## src/rtl/rxack_pkg.sv

```systemverilog
package rxack_pkg;

  typedef enum logic [3:0] {
    ACK_NONE    = 4'h0,
    ACK_DONE    = 4'h1,
    ACK_PEND    = 4'h2,
    ACK_BUSYX   = 4'h4,
    ACK_BUSYA   = 4'h5,
    ACK_BUSYB   = 4'h6,
    ACK_TYPEERR = 4'hE
  } ackCodeT;

  localparam logic [3:0] TC_WRQ  = 4'h0;
  localparam logic [3:0] TC_WRB  = 4'h1;
  localparam logic [3:0] TC_WRSP = 4'h2;
  localparam logic [3:0] TC_RDQ  = 4'h4;
  localparam logic [3:0] TC_RDB  = 4'h5;
  localparam logic [3:0] TC_RQSP = 4'h6;
  localparam logic [3:0] TC_RBSP = 4'h7;
  localparam logic [3:0] TC_LCK  = 4'h9;
  localparam logic [3:0] TC_LRSP = 4'hB;

  // flags decoded by the datapath for the control
  typedef struct packed {
    logic isResp;
    logic isWrite;
    logic isBlockWrite;
    logic isRdLock;
    logic isBlockReq;
    logic extNz;
    logic inPhys;
    logic inTop;
    logic overLen;
    logic postCredit;
  } dpFlagsT;

  // strobes from the control to the datapath
  typedef struct packed {
    logic postInc;
  } ctlStrobeT;

endpackage

```

## src/rtl/rxack_datapath.sv

```systemverilog
module rxack_datapath
  import rxack_pkg::*;
#(
  parameter int ADDR_W     = 48,
  parameter int LEN_W      = 16,
  parameter int EXT_W      = 16,
  parameter int TOP_W      = 16,
  parameter int POST_LIMIT = 4,
  localparam int CNT_W     = $clog2(POST_LIMIT + 1)
) (
  input  logic              clk,
  input  logic              rstN,
  input  logic [3:0]        tcode,
  input  logic [EXT_W-1:0]  extTcode,
  input  logic [ADDR_W-1:0] destOffset,
  input  logic [LEN_W-1:0]  dataLen,
  input  logic [3:0]        maxRec,
  input  logic [ADDR_W-1:0] physUpperBound,
  input  logic              postDone,
  input  ctlStrobeT         strobe,
  output dpFlagsT           flags,
  output logic [CNT_W-1:0]  postedCount
);

  localparam int LIM_W = LEN_W + 2;
  localparam logic [CNT_W-1:0] CNT_MAX = CNT_W'(POST_LIMIT);

  logic [LIM_W-1:0] recLimit;
  logic [4:0]       recShift;

  always_comb begin
    recShift = {1'b0, maxRec} + 5'd1;
    recLimit = LIM_W'(1) << recShift;
  end

  always_comb begin
    flags.isResp       = (tcode == TC_WRSP) || (tcode == TC_RQSP) ||
                         (tcode == TC_RBSP) || (tcode == TC_LRSP);
    flags.isWrite      = (tcode == TC_WRQ) || (tcode == TC_WRB);
    flags.isBlockWrite = (tcode == TC_WRB) && (extTcode == '0);
    flags.isRdLock     = (tcode == TC_RDQ) || (tcode == TC_RDB) || (tcode == TC_LCK);
    flags.isBlockReq   = (tcode == TC_WRB) || (tcode == TC_RDB) || (tcode == TC_LCK);
    flags.extNz        = (extTcode != '0);
    flags.inPhys       = (destOffset < physUpperBound);
    flags.inTop        = &destOffset[ADDR_W-1 -: TOP_W];
    flags.overLen      = ({{(LIM_W-LEN_W){1'b0}}, dataLen} > recLimit);
    flags.postCredit   = (postedCount < CNT_MAX);
  end

  always_ff @(posedge clk) begin
    if (!rstN) begin
      postedCount <= '0;
    end else begin
      unique case ({strobe.postInc, postDone})
        2'b10:   if (postedCount < CNT_MAX) postedCount <= postedCount + 1'b1;
        2'b01:   if (postedCount != '0)     postedCount <= postedCount - 1'b1;
        default: postedCount <= postedCount;
      endcase
    end
  end

endmodule

```

## src/rtl/rxack_control.sv

```systemverilog
module rxack_control
  import rxack_pkg::*;
(
  input  logic       clk,
  input  logic       rstN,
  input  logic       pktValid,
  input  logic [1:0] rtCode,
  input  logic       hdrCrcOk,
  input  logic       dataCrcOk,
  input  logic       dataLenOk,
  input  logic       bufRoom,
  input  logic       physEligible,
  input  logic       postedEn,
  input  logic       dualPhase,
  input  logic       isoPhase,
  input  logic       broadcast,
  input  dpFlagsT    flags,
  output ctlStrobeT  strobe,
  output logic       ackValid,
  output logic [3:0] ackCode
);

  ackCodeT busyCode;
  ackCodeT nextCode;
  logic    physPath;
  logic    silent;

  always_comb begin
    busyCode = ACK_BUSYX;
    if (dualPhase) begin
      if (rtCode == 2'b10)      busyCode = ACK_BUSYA;
      else if (rtCode == 2'b11) busyCode = ACK_BUSYB;
    end
  end

  always_comb begin
    physPath = physEligible && flags.inPhys;
    silent   = !pktValid || isoPhase || !hdrCrcOk || (broadcast && flags.isWrite) ||
               !(flags.isResp || flags.isWrite || flags.isRdLock);
    nextCode       = ACK_NONE;
    strobe.postInc = 1'b0;
    if (!silent) begin
      if (!dataCrcOk || !dataLenOk) begin
        nextCode = busyCode;
      end else if (flags.isResp) begin
        nextCode = bufRoom ? ACK_DONE : busyCode;
      end else if (flags.isBlockReq && flags.extNz) begin
        nextCode = bufRoom ? ACK_PEND : busyCode;
      end else if (flags.isBlockWrite && flags.overLen && !physPath) begin
        nextCode = ACK_TYPEERR;
      end else if (flags.isWrite && physPath) begin
        if (postedEn && flags.postCredit) begin
          nextCode       = ACK_DONE;
          strobe.postInc = 1'b1;
        end else begin
          nextCode = ACK_PEND;
        end
      end else if (flags.isWrite) begin
        nextCode = !bufRoom ? busyCode : (flags.inTop ? ACK_PEND : ACK_DONE);
      end else begin
        nextCode = bufRoom ? ACK_PEND : busyCode;
      end
    end
  end

  always_ff @(posedge clk) begin
    if (!rstN) begin
      ackValid <= 1'b0;
      ackCode  <= 4'h0;
    end else begin
      ackValid <= (nextCode != ACK_NONE);
      ackCode  <= nextCode;
    end
  end

endmodule

```

## src/rtl/rxack_sel.sv

```systemverilog
module rxack_sel
  import rxack_pkg::*;
#(
  parameter int ADDR_W     = 48,
  parameter int LEN_W      = 16,
  parameter int EXT_W      = 16,
  parameter int POST_LIMIT = 4,
  localparam int CNT_W     = $clog2(POST_LIMIT + 1)
) (
  input  logic              clk,
  input  logic              rstN,
  input  logic              pktValid,
  input  logic [3:0]        tcode,
  input  logic [EXT_W-1:0]  extTcode,
  input  logic [ADDR_W-1:0] destOffset,
  input  logic [LEN_W-1:0]  dataLen,
  input  logic [3:0]        maxRec,
  input  logic [1:0]        rtCode,
  input  logic              hdrCrcOk,
  input  logic              dataCrcOk,
  input  logic              dataLenOk,
  input  logic              bufRoom,
  input  logic              physEligible,
  input  logic              postedEn,
  input  logic              dualPhase,
  input  logic              isoPhase,
  input  logic              broadcast,
  input  logic [ADDR_W-1:0] physUpperBound,
  input  logic              postDone,
  output logic              ackValid,
  output logic [3:0]        ackCode,
  output logic [CNT_W-1:0]  postedCount
);

  dpFlagsT   flags;
  ctlStrobeT strobe;

  rxack_datapath #(
    .ADDR_W(ADDR_W), .LEN_W(LEN_W), .EXT_W(EXT_W), .TOP_W(16), .POST_LIMIT(POST_LIMIT)
  ) dp (
    .clk(clk), .rstN(rstN), .tcode(tcode), .extTcode(extTcode),
    .destOffset(destOffset), .dataLen(dataLen), .maxRec(maxRec),
    .physUpperBound(physUpperBound), .postDone(postDone), .strobe(strobe),
    .flags(flags), .postedCount(postedCount)
  );

  rxack_control ctl (
    .clk(clk), .rstN(rstN), .pktValid(pktValid), .rtCode(rtCode),
    .hdrCrcOk(hdrCrcOk), .dataCrcOk(dataCrcOk), .dataLenOk(dataLenOk),
    .bufRoom(bufRoom), .physEligible(physEligible), .postedEn(postedEn),
    .dualPhase(dualPhase), .isoPhase(isoPhase), .broadcast(broadcast),
    .flags(flags), .strobe(strobe), .ackValid(ackValid), .ackCode(ackCode)
  );

endmodule

```

## config.mk

```make
export PLATFORM = sky130hd
export DESIGN_NAME = rxack_sel
export DESIGN_NICKNAME = d
export VERILOG_FILES = /design/src/rtl/rxack_pkg.sv /design/src/rtl/rxack_datapath.sv /design/src/rtl/rxack_control.sv /design/src/rtl/rxack_sel.sv
export SDC_FILE = /design/constraint.sdc
export NUM_CORES = 1
export LEC_CHECK = 0
export BUFFER_PORTS_ARGS = -buffer_cell sky130_fd_sc_hd__buf_2
export CORE_MARGIN = 1
export CORE_UTILIZATION = 39
export DETAILED_ROUTE_END_ITERATION = 6
export HOLD_SLACK_MARGIN = 0.15
export PLACE_DENSITY = 0.79
export REMOVE_ABC_BUFFERS = 1
export SLEW_MARGIN = 5
export SYNTH_ARGS = -nofsm -noshare
export SYNTH_HDL_FRONTEND = slang
export SYNTH_SLANG_ARGS = --single-unit
```

## constraint.sdc

```tcl
create_clock -name clk -period 2.35 [get_ports clk]
set_clock_uncertainty 0.1 [all_clocks]
set_input_delay 0 -clock clk [delete_from_list [all_inputs] [get_ports clk]]
set_output_delay 0 -clock clk [all_outputs]
set_load 0.02 [all_outputs]
```

### After elaboration in Yosys (flattened, before gate mapping)

Cells that the tools add are included.
W data, S select, Z words.

* output and inout port bits: 8
* input bits: 151
* logic and storage cells: 86
* register bits after elaboration: 8

* shifts and indexed selects: 1
* muxes and demuxes: 25
* add/sub/neg operators: 3
* reductions and logical operators: 37
* magnitude comparators: 3
* equality and inequality tests: 14

Operators by type and width (number)
* $lt A48 B48 Y1: 1
* $mux W4: 12
* $gt A16 B18 Y1: 1
* $shl A1 B5 Y18 const A: 1
* $eq A4 B3 Y1 const B: 4
* $logic_not A16 Y1: 1
* $reduce_and A16 Y1: 1
* $reduce_bool A16 Y1: 1
* $logic_or A1 B1 Y1: 15
* $eq A4 B4 Y1 const B: 2
* $logic_and A1 B1 Y1: 8
* $mux W1: 7
* $eq A2 B2 Y1 const B: 3
* $logic_not A1 Y1: 6
* $mux W2: 3
* $mux W3: 2
* $pmux W3 S2: 1
* $add A4 B1 Y5 const B: 1
* $eq A4 B1 Y1 const B: 1
* $eq A4 B2 Y1 const B: 1
* $logic_not A4 Y1: 1
* $ne A2 B1 Y1 const B: 2
* $reduce_bool A4 Y1: 1
* $add A3 B1 Y3 const B: 1
* 6 further kinds: 6

### Longest topological paths before layout

* depth in word-level cells: 13
* depth in mapped cells: 14
* depth with buffers taken out: 14

### Cells and area by module

Synthesis repeated with hierarchy kept, for this count alone.

* cell total of the unflattened synthesis: 315
* area total of the unflattened synthesis: 2354.8 sq um

Modules (own cells, without submodules)
* rxack_datapath: seq. area each 60.1 sq um, times used 1, area each 1969.4 sq um, cells an instance 271
* rxack_control: seq. area each 100.1 sq um, times used 1, area each 385.4 sq um, cells an instance 44

### Least setup slack after synthesis

No wires, ideal clock.

* path kind: input-to-reg
* start point: input port physUpperBound[13]
* end point: register dp.postedCount[1]
* path buffers: 0
* required time: 2.188 ns
* slack: -0.130 ns
* data arrival time: 2.318 ns
* cell stages on the path: 14
* library setup time: 0.062 ns
* path through: inv_1 ha_1 a211oi_2 nor2_1 a311o_1 a211oi_2 a2bb2oi_2 nand4_4 nand2_1 fa_1 nor2_1 nand2_1 a21o_1 nand3_1

* cells in the longest elaborated chain, start to end: 12
* elaborated cells on any way between the ends: 18
* those cells by class: order compare (1); eq/ne (4); mux (7); reduce/logical (6)

RTL lines
* start: declaration: RTL line rxack_sel.sv:28 `input logic [ADDR_W-1:0] physUpperBound,`
* $lt A48 B48 Y1 *: RTL line rxack_datapath.sv:44 `flags.inPhys = (destOffset < physUpperBound);`
* $logic_and A1 B1 Y1 *: RTL line rxack_control.sv:37 `physPath = physEligible && flags.inPhys;`
* $logic_and A1 B1 Y1 / $logic_not A1 Y1 (equally long branches): RTL line rxack_control.sv:51, rxack_control.sv:49
* $mux W1 / $logic_and A1 B1 Y1 (equally long branches): RTL line rxack_control.sv:51, rxack_control.sv:49
* $mux W1 *: RTL line rxack_control.sv:49 `end else if (flags.isBlockWrite && flags.overLen && !physPath) begin`
* $mux W1 *: RTL line rxack_control.sv:47 `end else if (flags.isBlockReq && flags.extNz) begin`
* $mux W1 *: RTL line rxack_control.sv:45 `end else if (flags.isResp) begin`
* $mux W1 *: RTL line rxack_control.sv:43 `if (!dataCrcOk || !dataLenOk) begin`
* $mux W1 *: RTL line rxack_control.sv:42 `if (!silent) begin`
* $eq A2 B1 Y1 / $eq A2 B2 Y1 (equally long branches): RTL line rxack_datapath.sv:54 `unique case ({strobe.postInc, postDone})`
* $ne A2 B1 Y1 (no line) / $reduce_bool A2 Y1 (equally long branches)
* $reduce_and A3 Y1 (no line)
* end signal: assignment: RTL line rxack_datapath.sv:55 `2'b10: if (postedCount < CNT_MAX) postedCount <= postedCount + 1'b1;`
* end signal: assignment: RTL line rxack_datapath.sv:56 `2'b01: if (postedCount != '0) postedCount <= postedCount - 1'b1;`
* end signal: assignment: RTL line rxack_datapath.sv:57 `default: postedCount <= postedCount;`
* end: declaration: RTL line rxack_datapath.sv:22 `output logic [CNT_W-1:0] postedCount`

Mark *: on every way between the ends. The rest lies on a longest branch, timed or not.
A chain may end at the register's enable or synchronous reset.

### Worst setup path in the final report

* start point: input port physUpperBound[15]
* end point: register dp.postedCount[1]

The elaborated chain is that of the path after synthesis.

==> impl_results.md <==
- Status: complete, but fails checks
- Failing checks: setup timing
- Synthesized cell area: 2380 sq um
- Full die area: 6420 sq um
- Dominant cell type by area after synthesis: ha_1
- N_diodes: 0
- Clock buffer depth: 2
- Ys flop type: dfxtp_1
- Clock root buffer: clkbuf_8
- Sequential fraction of the synthesis area: 6.73%
- PD cells: 215 nW/um^2
- DP HPWL: 6320 microns
- Maxcap violations: 0
- DRT Pass-1 Iters: 4
- EDFF count, synth: 0
- Most common library cells after synthesis: 63 x ha_1, 56 x inv_1, 36 x nand2_1
- DRC: 0
- Die Wd: 80.1 microns
- Count leader, synth: ha_1
- Vias in the first global route: 2987
- Critical-path top delay cell: fa_1
- Peak VDD IR: 149 uV
- Grt ovf: 0
- Critical Path Sink Type: register
- YS warnings: 0
- Final worst setup slack: -0.0390 ns
- Crit share post-route: 102%
- CP startpoint kind: primary input
- Largest net degree at the start of global routing: 13
- CTS tree: built
- RSZ-0062 raised after global routing: true
- Final Setup Violations: 1
- Clock Sinks: 8
- Initial antenna violation count: 0
- Synth unique cells: 53
- Hold WC Path Type: in2reg
- CP required: 2.42 ns
- Die height: 80.1 microns
- Top cell type's share of synthesized area: 33.1%
- Starting density of the core: 40.4%
- Clock slew at reported path FFs: 0.04 ns
- RePlAce Congestion: 0.857
- Final core utilization: 63.6%
- DR vias/cell: 5.08
- P_leak: 0.00206 uW
- Total track usage: 22.2%
- DRT antenna net count: 0
- Vias post-DR: 3097
- Max Freq: 419 MHz
- Dpl ws: -0.359 ns
- Clk Latency, worst-skew pair: 0.23 ns
- First-pass GRT wire length: 11500 microns
- Wire length per cell: 12.0 microns
- PortBufs: 158
- Area contributors post-synth: ha_1 33%, inv_1 8.8%, dfxtp_1 6.7%
- Area grow syn2layout: 57.3%
- Crit Path Max Fanout: 3
- Area of the core: 5890 sq um
- Crit path kind: in2reg
- WP data arrival: 2.46 ns
- Max incr delay on CP: 0.45 ns
- H-tree depth: 1
- Period minus WS final: 2.39 ns
- Async S/R FF share, synth: 0%
- Total Wirelength: 7330 microns
- Slew Viols, Final: 0
- Setup TNS: -0.0390 ns
- Flops & latches, synth: 8
- Number of buffers created by CTS: 3
- # rows: 28
- Mean post-synth cell area: 7.13 sq um
- Final hold violation count: 0
- CP cell instances: buf_2 -> inv_2 -> ha_4 -> and4_1 -> a311o_1 -> a211oi_2 -> a2bb2oi_2 -> nand4_4 -> nand2_2 -> fa_1 -> nor2_1 -> nand2_1 -> a21o_1 -> nand3_1
- Final nets: 752
- Initial DRC count: 80
- Share of layout cells above drive strength 1: 41.3%
- Io pins: 159
- Mapped Cells: 334
## logic make-up after synthesis
group / count (synthesis) / share of synthesized area (%)
XOR/XNOR: 1 / 0.368
adder cells (fa/ha/maj): 64 / 34.0
other: 1 / 0.158
multiplexers: 1 / 0.421
flip-flops: 8 / 6.73
AND/OR/NAND/NOR: 131 / 29.4
AO/OA/AOI/OAI: 71 / 20.0
buffers and inverters: 57 / 8.99
## stage by stage
| stage | instance area (sq um) | instances | hold slack [ns] | power [uW] |
|---|---|---|---|---|
| 2_1_floorplan | 2380 | 333 | 0.0279 | 364 |
| 3_3_place_gp | 3490 | 596 | 0.206 | 586 |
| 3_5_place_dp | 3490 | 596 | 0.214 | 602 |
| 4_1_cts | 3660 | 607 | -0.0276 | 792 |
| 5_1_grt | 3740 | 610 | 0.199 | 882 |
| 6_report | 3740 | 610 | 0.147 | 805 |
## sequential cells by signal, indices dropped and copies added (netlist names)
signal,cells
dp.postedCount,3
ctl.ackValid,1
ctl.ackCode,4
## path summary, 6_finish.rpt
check,from,to,slack [ns],cells after the start
max,physUpperBound[15],dp.postedCount[1],-0.04,14
min,postDone,dp.postedCount[1],0.15,4
min reg2reg,dp.postedCount[2],dp.postedCount[2],0.45,2
max reg2reg,dp.postedCount[2],dp.postedCount[1],0.42,8
## layout make-up
class,count,area [sq um]
Tap cell,75,93.8
Inverter,56,213
Multi-Input combinational cell,269,2110
Sequential cell,8,160
Fill cell,504,2140
Timing Repair Buffer,199,1130
Clock buffer,3,41.3
## per-layer routing
layer / wire [microns] / GRT usage (%) / vias to the layer above
li1: - / - / 1607
met1: 2970 / 23.4 / 1342
met2: 3740 / 45.6 / 135
met3: 488 / 1.93 / 13
met4: 137 / 6.61 / 0
met5: 0 / 0 / -
## worst max-delay path: cells and delay by family
family | cells | cell delay (ns)
and+or+nand+nor | 6 | 0.63
buffers and inverters | 2 | 0.17
AOI/OAI and AO/OA | 4 | 0.99
adders and majority gates | 2 | 0.65
## report_power, final
group | switching (uW) | internal, uW
Sequential | 0.266 | 137
Combinational | 234 | 268
Clock | 54.5 | 111
Total | 288 | 516
## layout by cell type, fill, tap and decap left out, types with 2 or more instances in the layout
| master | instances |
|---|---|
| a21o_1 | 6 |
| nand2_1 | 35 |
| a21oi_1 | 24 |
| buf_4 | 32 |
| nor4_1 | 5 |
| nor3_1 | 6 |
| clkbuf_8 | 3 |
| buf_2 | 157 |
| nand3b_1 | 2 |
| nand3_1 | 12 |
| o21ai_0 | 8 |
| dfxtp_1 | 8 |
| nand4_1 | 17 |
| nor2_1 | 24 |
| and3_1 | 5 |
| ha_1 | 58 |
| o211ai_1 | 3 |
| a211oi_1 | 3 |
| inv_1 | 52 |
| o21bai_1 | 2 |
| o21ai_1 | 6 |
| ha_4 | 4 |
| dlygate4sd3_1 | 9 |
| and4_1 | 3 |
| nor2b_1 | 6 |
| nor2_2 | 2 |
| inv_2 | 3 |
| a211oi_2 | 3 |
## what timing repair did
item | CTS | global route
hold endpoints to repair | 7 | 3
setup endpoints to repair | 2 | 5
pin swaps | 15 | 5
setup buffers | 1 | 1
hold buffers | 7 | 2
resized for setup | 13 | 12
Power figures use the tool's default switching activity.
